`config.mk`:
```
export PLATFORM = sky130hd
export DESIGN_NAME = sqwave_voice
export DESIGN_NICKNAME = d
export VERILOG_FILES = /design/src/rtl/sqw_pkg.sv /design/src/rtl/sqw_ctrl.sv /design/src/rtl/sqw_dp.sv /design/src/rtl/sqwave_voice.sv
export SDC_FILE = /design/constraint.sdc
export NUM_CORES = 1
export LEC_CHECK = 0
export ABC_AREA = 1
export BUFFER_PORTS_ARGS = -buffer_cell sky130_fd_sc_hd__buf_2
export CAP_MARGIN = 5
export CELL_PAD_IN_SITES_DETAIL_PLACEMENT = 0
export CELL_PAD_IN_SITES_GLOBAL_PLACEMENT = 1
export CORE_ASPECT_RATIO = 2
export CORE_MARGIN = 1
export CORE_UTILIZATION = 46
export CTS_CLUSTER_DIAMETER = 40
export CTS_CLUSTER_SIZE = 24
export DETAILED_ROUTE_END_ITERATION = 10
export PLACE_DENSITY = 0.89
export SLEW_MARGIN = 5
export SYNTH_ARGS = -nofsm -noshare
export SYNTH_HDL_FRONTEND = slang
export SYNTH_SLANG_ARGS = --single-unit
```
`constraint.sdc`:
```
create_clock -name clk -period 3.5 [get_ports clk]
set_clock_uncertainty 0.2 [all_clocks]
set_input_delay 0.7 -clock clk [delete_from_list [all_inputs] [get_ports clk]]
set_output_delay 0.7 -clock clk [all_outputs]
set_load 0.02 [all_outputs]
```
`src/rtl/sqw_pkg.sv`:
```
package sqw_pkg;
  localparam int FREQ_W  = 11;
  localparam int LEN_W   = 6;
  localparam int VOL_W   = 4;
  localparam int PER_W   = 3;
  localparam int SHIFT_W = 3;
  localparam int DUTY_W  = 2;
  localparam int ADDR_W  = 3;
  localparam int STEPS   = 8;
  localparam int POS_W   = $clog2(STEPS);

  localparam logic [ADDR_W-1:0] ADDR_SWEEP   = 3'd0;
  localparam logic [ADDR_W-1:0] ADDR_SHAPE   = 3'd1;
  localparam logic [ADDR_W-1:0] ADDR_ENV     = 3'd2;
  localparam logic [ADDR_W-1:0] ADDR_PITCHLO = 3'd3;
  localparam logic [ADDR_W-1:0] ADDR_CTRL    = 3'd4;

  typedef struct packed {
    logic [PER_W-1:0]   sweepPer;
    logic               sweepSub;
    logic [SHIFT_W-1:0] sweepShift;
    logic [DUTY_W-1:0]  duty;
    logic [LEN_W-1:0]   lenVal;
    logic [VOL_W-1:0]   envInit;
    logic               envUp;
    logic [PER_W-1:0]   envPer;
    logic [FREQ_W-1:0]  pitch;
    logic               lenEn;
  } voiceCfg_t;

  typedef struct packed {
    logic trigger;
    logic lenLoad;
    logic lenStep;
    logic envStep;
    logic sweepStep;
  } voiceStrb_t;
endpackage

```
`src/rtl/sqw_ctrl.sv`:
```
module sqw_ctrl import sqw_pkg::*; (
  input  logic              clk,
  input  logic              rstN,
  input  logic              clr,
  input  logic              wrEn,
  input  logic [ADDR_W-1:0] addr,
  input  logic [7:0]        wrData,
  input  logic              lenTick,
  input  logic              sweepTick,
  input  logic              envTick,
  output voiceCfg_t         cfg,
  output voiceStrb_t        strb
);
  logic hitCtrl;
  logic hitShape;

  assign hitCtrl  = wrEn && (addr == ADDR_CTRL);
  assign hitShape = wrEn && (addr == ADDR_SHAPE);

  // configuration storage, decoded by fixed byte layout
  always_ff @(posedge clk or negedge rstN) begin
    if (!rstN) begin
      cfg <= '0;
    end else if (clr) begin
      cfg <= '0;
    end else if (wrEn) begin
      case (addr)
        ADDR_SWEEP: begin
          cfg.sweepPer   <= wrData[6:4];
          cfg.sweepSub   <= wrData[3];
          cfg.sweepShift <= wrData[2:0];
        end
        ADDR_SHAPE: begin
          cfg.duty   <= wrData[7:6];
          cfg.lenVal <= wrData[5:0];
        end
        ADDR_ENV: begin
          cfg.envInit <= wrData[7:4];
          cfg.envUp   <= wrData[3];
          cfg.envPer  <= wrData[2:0];
        end
        ADDR_PITCHLO: cfg.pitch[7:0] <= wrData;
        ADDR_CTRL: begin
          cfg.pitch[FREQ_W-1:8] <= wrData[2:0];
          cfg.lenEn             <= wrData[6];
        end
        default: ;
      endcase
    end
  end

  // strobes are registered so the datapath sees the updated configuration
  always_ff @(posedge clk or negedge rstN) begin
    if (!rstN) begin
      strb <= '0;
    end else if (clr) begin
      strb <= '0;
    end else begin
      strb.trigger   <= hitCtrl && wrData[7];
      strb.lenLoad   <= hitShape;
      strb.lenStep   <= lenTick;
      strb.envStep   <= envTick;
      strb.sweepStep <= sweepTick;
    end
  end
endmodule

```
`src/rtl/sqw_dp.sv`:
```
module sqw_dp import sqw_pkg::*; #(
  parameter int CLK_PER_UNIT = 4
) (
  input  logic             clk,
  input  logic             rstN,
  input  logic             clr,
  input  voiceCfg_t        cfg,
  input  voiceStrb_t       strb,
  output logic [VOL_W-1:0] sampleOut,
  output logic             chanActive
);
  localparam int FREQ_SPAN = 1 << FREQ_W;
  localparam int TMR_MAX   = FREQ_SPAN * CLK_PER_UNIT;
  localparam int TMR_W     = $clog2(TMR_MAX);
  localparam int LEN_SPAN  = 1 << LEN_W;
  localparam int LCNT_W    = LEN_W + 1;
  localparam logic [VOL_W-1:0] VOL_MAX = '1;
  localparam logic [STEPS-1:0] DUTY_PAT [4] =
    '{8'b00000001, 8'b10000001, 8'b10000111, 8'b01111110};

  function automatic logic [TMR_W-1:0] stepLen(input logic [FREQ_W-1:0] f);
    int p;
    p = (FREQ_SPAN - int'(f)) * CLK_PER_UNIT - 1;
    return TMR_W'(p);
  endfunction

  logic [TMR_W-1:0]   stepTmr;
  logic [POS_W-1:0]   dutyPos;
  logic [LCNT_W-1:0]  lenCnt;
  logic [VOL_W-1:0]   volume;
  logic [PER_W-1:0]   envCnt;
  logic [PER_W-1:0]   sweepCnt;
  logic [FREQ_W-1:0]  shadowPitch;
  logic [FREQ_W-1:0]  deltaPitch;
  logic [FREQ_W:0]    sumPitch;
  logic [FREQ_W-1:0]  newPitch;
  logic               sweepOvf;
  logic               sweepDue;
  logic               sweepKill;
  logic               lenExpire;
  logic               waveBit;

  // pitch sweep arithmetic
  always_comb begin
    deltaPitch = shadowPitch >> cfg.sweepShift;
    sumPitch   = {1'b0, shadowPitch} + {1'b0, deltaPitch};
    newPitch   = cfg.sweepSub ? (shadowPitch - deltaPitch) : sumPitch[FREQ_W-1:0];
    sweepOvf   = !cfg.sweepSub && sumPitch[FREQ_W];
  end

  assign sweepDue  = strb.sweepStep && chanActive && (cfg.sweepPer != '0)
                     && (sweepCnt <= PER_W'(1));
  assign sweepKill = sweepDue && sweepOvf;
  assign lenExpire = strb.lenStep && cfg.lenEn && (lenCnt == LCNT_W'(1));

  // step timer and waveform position
  always_ff @(posedge clk or negedge rstN) begin
    if (!rstN) begin
      stepTmr <= '0;
      dutyPos <= '0;
    end else if (clr) begin
      stepTmr <= '0;
      dutyPos <= '0;
    end else if (strb.trigger) begin
      stepTmr <= stepLen(cfg.pitch);
      dutyPos <= '0;
    end else if (chanActive) begin
      if (stepTmr == '0) begin
        stepTmr <= stepLen(shadowPitch);
        dutyPos <= dutyPos + POS_W'(1);
      end else begin
        stepTmr <= stepTmr - TMR_W'(1);
      end
    end
  end


  duty_step_chk: assert property (@(posedge clk) disable iff (!rstN)
    (!clr && !strb.trigger) |=> (dutyPos == $past(dutyPos) || dutyPos == $past(dutyPos) + POS_W'(1)));

  // length counter
  always_ff @(posedge clk or negedge rstN) begin
    if (!rstN) begin
      lenCnt <= '0;
    end else if (clr) begin
      lenCnt <= '0;
    end else if (strb.lenLoad) begin
      lenCnt <= LCNT_W'(LEN_SPAN) - {1'b0, cfg.lenVal};
    end else if (strb.trigger) begin
      if (lenCnt == '0) lenCnt <= LCNT_W'(LEN_SPAN);
    end else if (strb.lenStep && cfg.lenEn && lenCnt != '0) begin
      lenCnt <= lenCnt - LCNT_W'(1);
    end
  end


  len_down_chk: assert property (@(posedge clk) disable iff (!rstN)
    (!clr && !strb.trigger && !strb.lenLoad) |=> (lenCnt <= $past(lenCnt)));

  // volume envelope
  always_ff @(posedge clk or negedge rstN) begin
    if (!rstN) begin
      volume <= '0;
      envCnt <= '0;
    end else if (clr) begin
      volume <= '0;
      envCnt <= '0;
    end else if (strb.trigger) begin
      volume <= cfg.envInit;
      envCnt <= cfg.envPer;
    end else if (strb.envStep && cfg.envPer != '0) begin
      if (envCnt <= PER_W'(1)) begin
        envCnt <= cfg.envPer;
        if (cfg.envUp && volume != VOL_MAX) volume <= volume + VOL_W'(1);
        else if (!cfg.envUp && volume != '0) volume <= volume - VOL_W'(1);
      end else begin
        envCnt <= envCnt - PER_W'(1);
      end
    end
  end


  vol_slew_chk: assert property (@(posedge clk) disable iff (!rstN)
    (!clr && !strb.trigger) |=> (volume == $past(volume) || volume == $past(volume) + VOL_W'(1)
                                 || volume == $past(volume) - VOL_W'(1)));

  // frequency sweep
  always_ff @(posedge clk or negedge rstN) begin
    if (!rstN) begin
      shadowPitch <= '0;
      sweepCnt    <= '0;
    end else if (clr) begin
      shadowPitch <= '0;
      sweepCnt    <= '0;
    end else if (strb.trigger) begin
      shadowPitch <= cfg.pitch;
      sweepCnt    <= cfg.sweepPer;
    end else if (strb.sweepStep && chanActive && cfg.sweepPer != '0) begin
      if (sweepDue) begin
        sweepCnt <= cfg.sweepPer;
        if (!sweepOvf && cfg.sweepShift != '0) shadowPitch <= newPitch;
      end else begin
        sweepCnt <= sweepCnt - PER_W'(1);
      end
    end
  end

  // active flag
  always_ff @(posedge clk or negedge rstN) begin
    if (!rstN) begin
      chanActive <= 1'b0;
    end else if (clr) begin
      chanActive <= 1'b0;
    end else if (strb.trigger) begin
      chanActive <= 1'b1;
    end else if (lenExpire || sweepKill) begin
      chanActive <= 1'b0;
    end
  end


  trig_on_chk: assert property (@(posedge clk) disable iff (!rstN)
    (strb.trigger && !clr) |=> chanActive);


  clr_off_chk: assert property (@(posedge clk) disable iff (!rstN)
    clr |=> (!chanActive && volume == '0 && lenCnt == '0));

  assign waveBit   = DUTY_PAT[cfg.duty][POS_W'(STEPS - 1) - dutyPos];
  assign sampleOut = (chanActive && waveBit) ? volume : '0;
endmodule

```
`src/rtl/sqwave_voice.sv`:
```
module sqwave_voice import sqw_pkg::*; #(
  parameter int CLK_PER_UNIT = 4
) (
  input  logic              clk,
  input  logic              rstN,
  input  logic              clrSync,
  input  logic              busWrEn,
  input  logic [ADDR_W-1:0] busAddr,
  input  logic [7:0]        busWrData,
  input  logic              lenTick,
  input  logic              sweepTick,
  input  logic              envTick,
  output logic [VOL_W-1:0]  sampleOut,
  output logic              chanActive
);
  voiceCfg_t  cfg;
  voiceStrb_t strb;

  sqw_ctrl u_ctrl (
    .clk(clk), .rstN(rstN), .clr(clrSync),
    .wrEn(busWrEn), .addr(busAddr), .wrData(busWrData),
    .lenTick(lenTick), .sweepTick(sweepTick), .envTick(envTick),
    .cfg(cfg), .strb(strb)
  );

  sqw_dp #(.CLK_PER_UNIT(CLK_PER_UNIT)) u_dp (
    .clk(clk), .rstN(rstN), .clr(clrSync),
    .cfg(cfg), .strb(strb),
    .sampleOut(sampleOut), .chanActive(chanActive)
  );


  idle_quiet_chk: assert property (@(posedge clk) disable iff (!rstN)
    (clrSync || !chanActive) |=> (!chanActive || sampleOut == '0 || $past(strb.trigger)) );
endmodule

```
# Word-level counts from Yosys, hierarchy flattened
# Cells that the tools add are included.
classes:
  n_shift: 1
  muxes: 51
  n_eq_ne: 7
  bitwise_logic: 1
  n_addsub: 15
  magnitude_cmp: 4
  n_reduce_logical: 53
ops:
  columns: ["op", "count"]
  rows:
  - ["2-to-1 mux 35 bit", 2]
  - ["2-to-1 mux 11 bit", 6]
  - ["2-to-1 mux 13 bit", 4]
  - ["2-to-1 mux 7 bit", 6]
  - ["2-to-1 mux 8 bit", 5]
  - ["2-to-1 mux 3 bit", 13]
  - ["nonzero test 3 bit", 11]
  - ["2-to-1 mux 4 bit", 7]
  - ["subtractor 13 x 2 -> 13 bit, second input constant", 2]
  - ["subtractor 1 x 11 -> 11 bit, first input constant", 2]
  - ["binary-select mux 8 bit (select 2 bit)", 1]
  - ["logical AND 1 bit", 16]
  - ["AND reduction 2 bit", 7]
  - ["zero test 13 bit", 1]
  - ["subtractor 13 x 1 -> 13 bit, second input constant", 1]
  - ["adder 11 x 11 -> 12 bit", 1]
  - ["nonzero test 2 bit", 6]
  - ["nonzero test 4 bit", 3]
  - ["right shift 11 x 3 -> 11 bit", 1]
  - ["subtractor 11 bit", 1]
  - ["equality test 7 x 1 -> 1 bit, second input constant", 1]
  - ["zero test 7 bit", 1]
  - ["nonzero test 7 bit", 1]
  - ["subtractor 7 x 1 -> 7 bit, second input constant", 1]
  - ["other kinds (22)", 32]
totals:
  ff_bits: 85
  out_inout_bits: 5
  inputBits: 18

# Depth between registers and ports, before layout
# Gate-level depths: netlist (run 1).
depth:
  ltp_word: 10
  depth_mapped: 22
  ltp_nobuf: 21

# Cells and area by module
# A second synthesis (run 1) with hierarchy kept.
unflattened:
  cells_unflattened: 1083
  area_unflattened_um2: 7225.7
by_module_without_submodules:
  columns: ["mod", "seq_area_each_um2", "instances", "area_each_um2", "cells_per_inst"]
  rows:
  - ["sqw_dp", 1126.1, 1, 5461.5, 888]
  - ["sqw_ctrl", 1001.0, 1, 1764.2, 195]

# Worst setup path before layout (run 1)
# No wires, ideal clock.
synth_path:
  path_type: "reg-to-reg"
  from: "register u_ctrl.cfg[28] (netlist name)"
  to: "register u_dp.shadowPitch[8]"
  setup_ns: 0.117
  arrival_ns: 2.534
  path_slack_ns: 0.649
  required_ns: 3.183
  period_less_slack_ns: 2.851
  stages_incl_launch_ff: 19
  path_cell_list: "dfrtp_1 -> clkbuf_1 -> buf_2 -> o21ai_0 -> mux2i_1 -> o21ai_0 -> inv_1 -> ha_1 -> nor2_1 -> inv_1 -> nor3_2 -> nand2_1 -> o211ai_2 -> nand2_2 -> nand2_4 -> nand2_4 -> buf_8 -> nand3_2 -> nand2_1"
synth_via:
  elab_chain_cells: 8
  elab_cells_between_ends: 15
  cone_classes: "add/sub: 2; shift: 1; mux: 6; reduce/logical: 6"
synth_lines:
  columns: ["item", "line", "rtl"]
  rows:
  - ["right shift 11 x 3 -> 11 bit", "sqw_dp.sv:45", "deltaPitch = shadowPitch >> cfg.sweepShift;"]
  - ["adder 11 x 11 -> 12 bit or subtractor 11 bit (tied branches)", "sqw_dp.sv:46, sqw_dp.sv:47", null]
  - ["2-to-1 mux 11 bit", "sqw_dp.sv:47", "newPitch = cfg.sweepSub ? (shadowPitch - deltaPitch) : sumPitch[FREQ_W-1:0];"]
  - ["2-to-1 mux 11 bit", "sqw_dp.sv:141", "if (!sweepOvf && cfg.sweepShift != '0) shadowPitch <= newPitch;"]
  - ["2-to-1 mux 11 bit", "sqw_dp.sv:139", "if (sweepDue) begin"]
  - ["2-to-1 mux 11 bit", "sqw_dp.sv:138", "end else if (strb.sweepStep && chanActive && cfg.sweepPer != '0) begin"]
  - ["2-to-1 mux 11 bit", "sqw_dp.sv:135", "end else if (strb.trigger) begin"]
  - ["2-to-1 mux 11 bit", "sqw_dp.sv:132", "end else if (clr) begin"]
  - ["to (signal assigned)", "sqw_dp.sv:136", "shadowPitch <= cfg.pitch;"]
  - ["to (signal assigned)", "sqw_dp.sv:141", null]
  - ["to (decl)", "sqw_dp.sv:33", "logic [FREQ_W-1:0] shadowPitch;"]
# Several ways; a longest one is shown, not always the timed one. The select of a mux whose other input is x is not followed.
# A chain may end at the register's enable or synchronous reset.

# Worst setup path in the final report (run 1)
layout_path:
  from: "register u_ctrl.cfg[29] (netlist name)"
  to: "register u_dp.shadowPitch[6]"
layout_via:
  elab_chain_cells: 8
  elab_cells_between_ends: 15
  cone_classes: "add/sub: 2; shift: 1; mux: 6; reduce/logical: 6"
layout_lines:
  columns: ["item", "line"]
  rows:
  - ["right shift 11 x 3 -> 11 bit", "sqw_dp.sv:45"]
  - ["adder 11 x 11 -> 12 bit or subtractor 11 bit (tied branches)", "sqw_dp.sv:46, sqw_dp.sv:47"]
  - ["2-to-1 mux 11 bit", "sqw_dp.sv:47"]
  - ["2-to-1 mux 11 bit", "sqw_dp.sv:141"]
  - ["2-to-1 mux 11 bit", "sqw_dp.sv:139"]
  - ["2-to-1 mux 11 bit", "sqw_dp.sv:138"]
  - ["2-to-1 mux 11 bit", "sqw_dp.sv:135"]
  - ["2-to-1 mux 11 bit", "sqw_dp.sv:132"]
# Several ways; a longest one is shown, not always the timed one. The select of a mux whose other input is x is not followed.

==> results.toml, run 1 <==
[routing]
drtPass1Iterations = 5
drc = 0
routed-wl-met2_um = 11400
routed_via_density = 5.40
wl_per_cell_um = 16.4
finalWirelength_um = 20300
antenna_violating_nets_post_route = 0
wl_met1_um = 7140
met3RoutedLength_um = 482
detail_route.iter0.violations = 337
routed_vias = 6694
route.top_layer_used = "met4"

[final_layout]
total_nets_final = 1098
area_growth_syn_to_layout_pct = 9.70
fin_util_pct = 51.8
proportion_of_layout_cells_with_a_drive_suffix_above_1_pct = 11.6
diodes = 0

[die]
io_pins = 23
die_area_mm2 = 0.0157
fp.coreArea_mm2 = 0.0148
floorplan.initialDensity_pct = 47.2
die_width_um = 89.2
row_count = 63
die_height_um = 176

[pwr]
leakage_nw = 3.83
power.switching_mw = 2.71
vdd_ir_drop_max_mv = 0.437
internal-power_mw = 3.01
power.share.switching_pct = 47.3
seq_power_share_pct = 24.7
power_frac_clock_pct = 18.3
power_frac_comb_pct = 57.0
cellPowerDensity_mw_per_mm2 = 746

[sta]
timing.setup.tns_ns = 0
final_period_minus_worst_setup_slack_ns = 3.20
grt_setup_unrepaired = "no"
number_of_setup_violations_in_the_final_report = 0
max_clock_freq_mhz = 312
final.period_utilization_pct = 91.5
tightest_slew_ns = 0.668
worst_slew_margin_rel_pct = 55.4
final-hold-violation-count = 0
slew_violations = 0

[global_route]
grt-ovfl-total = 0
first_global_vias = 6946
pin_count_of_the_biggest_net_entering_global_routing = 45
wire_length_of_the_first_global_routing_pass_um = 33500
grt_antenna_before_repair = 0
globalRouteTotalUtil_pct = 28.3

[worst_setup_path]
worstPathMaxFanout = 12
worstSetupEndpointType = "register"
reg2reg_setup_slack_ns = 0.30
crit_type = "register to register"
worstSetupStartpointType = "register"
required_ns = 3.57
number_of_cell_instances_on_the_worst_register_to_register_path = 14
worstPathArrival_ns = 3.27

[clock_network]
ctsLongestPathBuffers = 2
cts_root_buffer = "clkbuf_16"
cts_inserted_buffers = 9
clock_insertion_delay_at_the_later_pin_of_the_skew_report_ns = 0.34
tritoncts = "done"
clock-sinks = 85
hold_bufs_inserted_after_cts = 0
clkTransAtPathRegs_ns = 0.06
clock_tree.htree_level_count = 3

[hold_path]
path_type_of_the_worst_min_delay_path = "input pin to async pin"

[synth]
synth_cell_types = 48
number_of_register_bits_inferred_by_synthesis = 85
netlist_instances = 1016
ys.warnings.count = 0
ys_async_sr_fraction_pct = 100
synth_top_area_cell = "dfrtp_1"
synth-edff-count = 0
synthesis.area_mm2 = 0.00699
per_instance_average_area_after_synthesis_um2 = 6.88
synth_nets = 1075
netlist_top_cells_area = "dfrtp_1 (30%), nand2_1 (13%), inv_1 (7.7%), o21ai_0 (7.4%), ha_1 (6.8%)"
post-synth-top-area-fraction_pct = 30.4
seq_area_frac_synth_pct = 30.4
postSynth.topFlopCell = "dfrtp_1"

[place]
dp_hpwl_um = 16300
routabilityCongestion = 0.996
place.port_buffers = 22

[status]
outcome = "finished clean"

[run]
number_of_max_capacitance_violations_reported = 0
power by group through the flow:
stage               Combinational, mW  Sequential, mW  Clock [mW]
floorplan                        2.46            1.37           0
finish                           3.26            1.41        1.05
global placement                 3.23            1.42           0
CTS                              3.27            1.41        1.06
global route                     3.74            1.44        1.10
detailed placement               3.24            1.42           0
layout make-up:
type                       instances  area, um2
clock buffer                      12        256
clock inverter                     4       70.1
fill                            1597       7150
inverter                         148        556
multi-input combinational        756       4160
sequential                        85       2130
tap                              195        244
timing repair buffer              39        253
synth_stat cells (all sizes together) (5+ instances only):
master  number
a21oi       42
a31oi        5
buf         14
clkbuf      13
dfrtp       85
ha          38
inv        147
nand2      257
nand3       85
nand4       11
nor2        97
nor3        13
o211ai      10
o21ai      124
o22ai       21
or2          7
xnor2        8
xor2        15
kinds of logic after synthesis:
group / share of synthesized area (%)
and+or+nand+nor: 30.6
AOI/OAI and AO/OA: 17.5
buffers and inverters: 10.1
DFF: 30.4
adders and majority gates: 7.66
xor gates and xnor gates: 3.15
muxes: 0.608
metrics by stage:
stage / hold slack (ns) / area (um2) / power (mW) / cells / setup slack [ns]
global placement: 0.293 / 7340 / 4.65 / 1223 / 0.170
floorplan: 0.204 / 6990 / 3.83 / 1016 / 0.649
CTS: 0.169 / 7670 / 5.74 / 1239 / 0.0738
global route: 0.197 / 7670 / 6.28 / 1239 / 0.00315
detailed placement: 0.299 / 7340 / 4.66 / 1223 / 0.0793
finish: 0.147 / 7670 / 5.72 / 1239 / 0.297
repair_timing:
item	CTS	global route
endpoints found under the setup margin	0	12
setup buffers	0	0
gates resized for setup	0	4
worst max-delay path: stages (launching register included):
cell      delay, ns
dfrtp_1        0.47
inv_1          0.32
o211ai_1       0.15
o211ai_1       0.10
o21ai_0        0.16
ha_1           0.29
fa_1           0.41
nand3_1        0.10
nand2_1        0.12
a21oi_1        0.17
o21ai_0        0.11
or2_2          0.30
nand2_1        0.07
nand3_1        0.09
o21ai_2        0.07
metal layers:
metal | global-route usage [%] | vias up
li1 | - | 3369
met1 | 28.2 | 3141
met2 | 53.9 | 127
met3 | 2.20 | 57
met4 | 17.3 | 0
met5 | 0 | -
state kept, by name, indices dropped and copies added (netlist names), 3 cells and up:
name / flops
u_dp.shadowPitch: 11
u_dp.stepTmr: 13
u_dp.sweepCnt: 3
u_dp.dutyPos: 3
u_ctrl.strb: 5
u_ctrl.cfg: 35
u_dp.envCnt: 3
u_dp.lenCnt: 7
u_dp.volume: 4
final timing paths:
path                                  endpoint      startpoint
hold reg to reg                  u_ctrl.cfg[0]   u_ctrl.cfg[0]
setup / recovery           u_dp.shadowPitch[6]  u_ctrl.cfg[29]
min in group clk                 u_ctrl.cfg[0]   u_ctrl.cfg[0]
max in group asynchronous  u_dp.shadowPitch[9]            rstN
setup reg to reg           u_dp.shadowPitch[6]  u_ctrl.cfg[29]
hold / removal                u_dp.stepTmr[12]            rstN
placed cells by master, fill, tap and decap left out, drive strengths merged, types with 7 or more instances in the layout:
| cell | n |
|---|---|
| a21oi | 42 |
| o22ai | 21 |
| o21ai | 124 |
| dfrtp | 85 |
| clkbuf | 12 |
| nand3 | 85 |
| xnor2 | 8 |
| nor3 | 13 |
| xor2 | 15 |
| nor2 | 97 |
| buf | 39 |
| nand2 | 257 |
| o211ai | 10 |
| inv | 147 |
| or2 | 7 |
| ha | 38 |
| nand4 | 11 |
Power figures use the tool's default switching activity.
==> run 2: changes to the inputs <==
==> constraint.sdc (replaced) <==
create_clock -name clk -period 3.6 [get_ports clk]
set_clock_uncertainty 0.2 [all_clocks]
set_input_delay 0.72 -clock clk [delete_from_list [all_inputs] [get_ports clk]]
set_output_delay 0.72 -clock clk [all_outputs]
set_load 0.02 [all_outputs]
==> results.toml, run 2 (synthesis gave the netlist of run 1 again) <==
[status]
outcome = "finished clean"

[final_layout]
layout_commonest_cell = "nand2_1"
seqCellArea_mm2 = 0.00213
layout_common_cells = "nand2_1 (244), inv_1 (143), o21ai_0 (103)"
largest_register_ffs = 35
total_nets_final = 1096
final_area_mm2 = 0.00761
combined_area_of_the_multi_input_logic_cells_mm2 = 0.00416
fillerInstances = 1646
proportion_of_layout_cells_with_a_drive_suffix_above_1_pct = 11.1
largest_register = "u_ctrl.cfg"
area_growth_syn_to_layout_pct = 8.79
diodes = 0
fin_util_pct = 51.3
biggestRegsByFlops = "u_ctrl.cfg (35), u_dp.stepTmr (13), u_dp.shadowPitch (11)"
layoutNonFillerInstCount = 1236

[worst_setup_path]
critical_path.cell_chain = "inv_1 -> o21ai_0 -> o211ai_1 -> o21ai_0 -> inv_1 -> ha_1 -> inv_1 -> a21oi_1 -> nand2_1 -> a21oi_1 -> o21ai_0 -> or2_2 -> nand2_1 -> nand3_1 -> o21ai_2"
max_stage_delay_ns = 0.59
reg2reg_setup_slack_ns = 0.29
timing.critical_path.buf_inv = 3
worstPathArrival_ns = 3.39
timing.rr.start = "u_dp.shadowPitch[3]"
rr_endpoint = "u_dp.shadowPitch[6]"
critical-path-slowest-cell = "dfrtp_1"
worstSetupEndpointType = "register"
cp_top_family = "compound AO/OA/AOI/OAI gates"
crit_type = "register to register"
required_ns = 3.67
worstSetupStartpointType = "register"
number_of_cell_instances_on_the_worst_register_to_register_path = 15
worstPathMaxFanout = 9

[pwr]
cellPowerDensity_mw_per_mm2 = 712
report.power.total_mw = 5.42
vdd_ir_drop_max_mv = 0.387
leakage_nw = 3.80

[place]
routabilityCongestion = 0.990
detailedPlace.worstSlack_ns = 0.230
place.detailed.instances = 1221
placement.cell_area_mm2 = 0.00733
dp_hpwl_um = 16300
place.port_buffers = 22

[clock_network]
clock_tree.htree_level_count = 3
clock-sinks = 85
clkTransAtPathRegs_ns = 0.06
clock_insertion_delay_at_the_later_pin_of_the_skew_report_ns = 0.34
cts_root_buffer = "clkbuf_16"
post_cts.repair.setup_buffers = 0
ctsLongestPathBuffers = 2
hold_bufs_inserted_after_cts = 0
tritoncts = "done"
cts_inserted_buffers = 9

[die]
die_width_um = 89.2
floorplan.initialDensity_pct = 47.2
row_count = 63
die_height_um = 176
io_pins = 23
die_area_mm2 = 0.0157
fp.coreArea_mm2 = 0.0148

[global_route]
pin_count_of_the_biggest_net_entering_global_routing = 45
grt_antenna_before_repair = 0
globalRouteTotalUtil_pct = 27.8
grt-ovfl-total = 0
wire_length_of_the_first_global_routing_pass_um = 32800
first_global_vias = 6636

[sta]
final_period_minus_worst_setup_slack_ns = 3.31
slew_violations = 0
grt_setup_unrepaired = "no"
final-hold-violation-count = 0
timing.setup.tns_ns = 0
timing.final.ws_setup_ns = 0.285
finalHoldWorstSlack_ns = 0.188
worst_slew_margin_rel_pct = 50.8
number_of_setup_violations_in_the_final_report = 0
max_clock_freq_mhz = 302
tightest_slew_ns = 0.738
final.period_utilization_pct = 92.1

[routing]
drc = 0
wl_per_cell_um = 16.4
routed_via_density = 5.40
finalWirelength_um = 20300
detail_route.iter0.violations = 267
antenna_violating_nets_post_route = 0
drtPass1Iterations = 6
routed_vias = 6672

[hold_path]
path_type_of_the_worst_min_delay_path = "input pin to async pin"

[run]
number_of_max_capacitance_violations_reported = 0
run 2: metal layers:
metal | GRT usage (%) | vias up | wire length [um]
li1 | - | 3352 | -
met1 | 27.7 | 3116 | 7180
met2 | 52.8 | 139 | 11300
met3 | 2.76 | 65 | 544
met4 | 16.4 | 0 | 1180
met5 | 0 | - | 0
run 2: layout make-up:
class | instances | share of cell area, %
repair buffers | 37 | 3.13
clock buffers | 14 | 3.60
well taps | 195 | 3.21
inverters | 148 | 7.30
clock inverters | 1 | 0.0658
flip-flops and latches | 85 | 28.0
multi-input cells | 756 | 54.7
run 2: repair_timing:
action	CTS	global route
hold endpoints to repair	0	0
gates resized for setup	0	1
setup endpoints to repair	0	11
run 2: where the power goes:
group | leakage (nW) | switching [mW] | internal, mW
combinational | 2.53 | 2.01 | 1.12
clock | 0.139 | 0.367 | 0.520
sequential | 1.13 | 0.253 | 1.14
total | 3.80 | 2.63 | 2.78
run 2: worst max-delay path by stage:
stage | cells after the start | start | end | slack [ns]
after global routing | 16 | u_ctrl.cfg[29] | u_dp.shadowPitch[8] | 0.007
after CTS | 17 | u_ctrl.cfg[28] | u_dp.shadowPitch[10] | 0.22
after global placement | 17 | u_ctrl.cfg[28] | u_dp.shadowPitch[10] | 0.26
after floorplan | 18 | u_ctrl.cfg[28] | u_dp.shadowPitch[8] | 0.75
final | 15 | u_dp.shadowPitch[3] | u_dp.shadowPitch[6] | 0.29
after detailed placement | 16 | u_ctrl.cfg[28] | u_dp.shadowPitch[8] | 0.23
==> run 3: changes to the inputs <==
--- a/config.mk
+++ b/config.mk
@@ -10,7 +10,7 @@
 export CAP_MARGIN = 5
 export CELL_PAD_IN_SITES_DETAIL_PLACEMENT = 0
 export CELL_PAD_IN_SITES_GLOBAL_PLACEMENT = 1
-export CORE_ASPECT_RATIO = 2
+export CORE_ASPECT_RATIO = 0.6
 export CORE_MARGIN = 1
 export CORE_UTILIZATION = 46
 export CTS_CLUSTER_DIAMETER = 40
==> constraint.sdc (replaced) <==
create_clock -name clk -period 3.6 [get_ports clk]
set_clock_uncertainty 0.2 [all_clocks]
set_input_delay 0.18 -clock clk [delete_from_list [all_inputs] [get_ports clk]]
set_output_delay 0.18 -clock clk [all_outputs]
set_load 0.02 [all_outputs]
==> results.toml, run 3 (synthesis gave the netlist of run 1 again) <==
[die]
io_pins = 23
die_area_mm2 = 0.0157
row_count = 34
die_width_um = 161
fp.coreArea_mm2 = 0.0147
floorplan.initialDensity_pct = 47.6
die_height_um = 97.5

[clock_network]
tritoncts = "done"
ctsLongestPathBuffers = 2
clock-sinks = 85
cts_root_buffer = "clkbuf_16"
cts_inserted_buffers = 9
clkTransAtPathRegs_ns = 0.06
clock_insertion_delay_at_the_later_pin_of_the_skew_report_ns = 0.35
clock_tree.htree_level_count = 3
post_cts.repair.setup_buffers = 0

[global_route]
grt_antenna_before_repair = 0
pin_count_of_the_biggest_net_entering_global_routing = 74
globalRouteTotalUtil_pct = 27.4
first_global_vias = 6219
wire_length_of_the_first_global_routing_pass_um = 33700
grt-ovfl-total = 0

[final_layout]
largest_register = "u_ctrl.cfg"
fin_util_pct = 52.9
layout_commonest_cell = "nand2_1"
biggestRegsByFlops = "u_ctrl.cfg (35), u_dp.stepTmr (13), u_dp.shadowPitch (11)"
total_nets_final = 1109
largest_register_ffs = 35
diodes = 0
final_area_mm2 = 0.00777
area_growth_syn_to_layout_pct = 11.1
proportion_of_layout_cells_with_a_drive_suffix_above_1_pct = 11.0
layout_common_cells = "nand2_1 (244), inv_1 (143), o21ai_0 (103)"

[worst_setup_path]
worstPathArrival_ns = 3.44
max_stage_delay_ns = 0.49
critical-path-slowest-cell = "dfrtp_1"
crit_type = "register to register"
worstSetupStartpointType = "register"
worstPathMaxFanout = 12
most_frequent_cell_on_the_critical_path = "inv_1"
worstSetupEndpointType = "register"
critical_path.cell_chain = "inv_1 -> mux2i_1 -> o21ai_0 -> inv_1 -> ha_1 -> inv_1 -> a21oi_1 -> nand2_1 -> a21oi_1 -> o21ai_0 -> or2_2 -> nand2_1 -> nand3_1 -> o21ai_2"
required_ns = 3.67

[sta]
finalHoldWorstSlack_ns = 0.0283
tightest_slew_ns = 0.980
final_period_minus_worst_setup_slack_ns = 3.37
final-hold-violation-count = 0
number_of_setup_violations_in_the_final_report = 0
worst_slew_margin_rel_pct = 34.7
final.period_utilization_pct = 93.7
timing.setup.tns_ns = 0
grt_setup_unrepaired = "no"
timing.final.ws_setup_ns = 0.227
slew_violations = 0
max_clock_freq_mhz = 296

[routing]
drtPass1Iterations = 5
routed_vias = 6803
wl_per_cell_um = 16.5
detail_route.iter0.violations = 692
routed_via_density = 5.43
antenna_violating_nets_post_route = 0
drc = 0
finalWirelength_um = 20600

[pwr]
cellPowerDensity_mw_per_mm2 = 724
vdd_ir_drop_max_mv = 0.384
leakage_nw = 3.86

[place]
place.port_buffers = 22
dp_hpwl_um = 15900
placement.cell_area_mm2 = 0.00731
detailedPlace.worstSlack_ns = 0.203
routabilityCongestion = 0.913

[status]
outcome = "finished clean"

[run]
number_of_max_capacitance_violations_reported = 0

[hold_path]
path_type_of_the_worst_min_delay_path = "input pin to register"
## run 3: cell types whose count changed in the layout (fill, tap and decap cells not counted), sizes merged
cell,delta
buf,-1
bufinv,+2
clkbuf,-3
clkinv,+1
dlygate4sd3,+14
inv,+1
## run 3: what timing repair did
action	CTS	global route
endpoints found under the setup margin	0	11
hold endpoints to repair	87	0
gates resized for setup	0	1
hold buffers	14	0
## run 3: layer usage
layer | part of all wire (%) | vias up | GRT usage, %
met3 | 8.6 | 14 | 6.91
met5 | 0 | - | 0
li1 | - | 3381 | -
met4 | 0.49 | 0 | 3.34
met1 | 54 | 3156 | 45.9
met2 | 37 | 252 | 34.3
## run 3: worst max-delay path: cells and delay by family, from the launching register on
| kind | cells | cell delay (ns) |
|---|---|---|
| buffers and inverters | 3 | 0.57 |
| and+or+nand+nor | 4 | 0.58 |
| DFF | 1 | 0.49 |
| muxes | 1 | 0.16 |
| AOI/OAI and AO/OA | 5 | 0.89 |
| adders and majority gates | 1 | 0.40 |
## run 3: area by class of cell
cell class	count	area (um2)
Fill cell	1433	6910
Multi-Input combinational cell	756	4160
Sequential cell	85	2130
Inverter	148	556
Timing Repair Buffer	50	358
Tap cell	198	248
Clock buffer	11	233
Clock inverter	5	82.6
## run 3: report_power, final
part | switching, mW | internal, mW | leakage [nW]
sequential | 0.247 | 1.14 | 1.13
clock | 0.407 | 0.612 | 0.154
combinational | 2.08 | 1.14 | 2.58
total | 2.73 | 2.89 | 3.86
## run 3: path summary, 6_finish.rpt
check | startpoint | endpoint | depth (start not counted) | slack (ns)
min | busAddr[1] | u_ctrl.cfg[28] | 4 | 0.03
max in group asynchronous | rstN | u_dp.stepTmr[8] | 3 | 2.14
max reg2reg | u_ctrl.cfg[29] | u_dp.shadowPitch[6] | 14 | 0.23
min in group asynchronous | rstN | u_dp.envCnt[1] | 2 | 0.33
max | u_ctrl.cfg[29] | u_dp.shadowPitch[6] | 14 | 0.23
min reg2reg | u_ctrl.cfg[0] | u_ctrl.cfg[0] | 2 | 0.28
## run 3: per-stage QoR
step                      total power [mW]  instances
after detailed placement              4.51       1223
final                                 5.62       1253
after floorplan                       3.73       1016
after global routing                  6.10       1253
after CTS                             5.56       1253
after global placement                4.50       1223
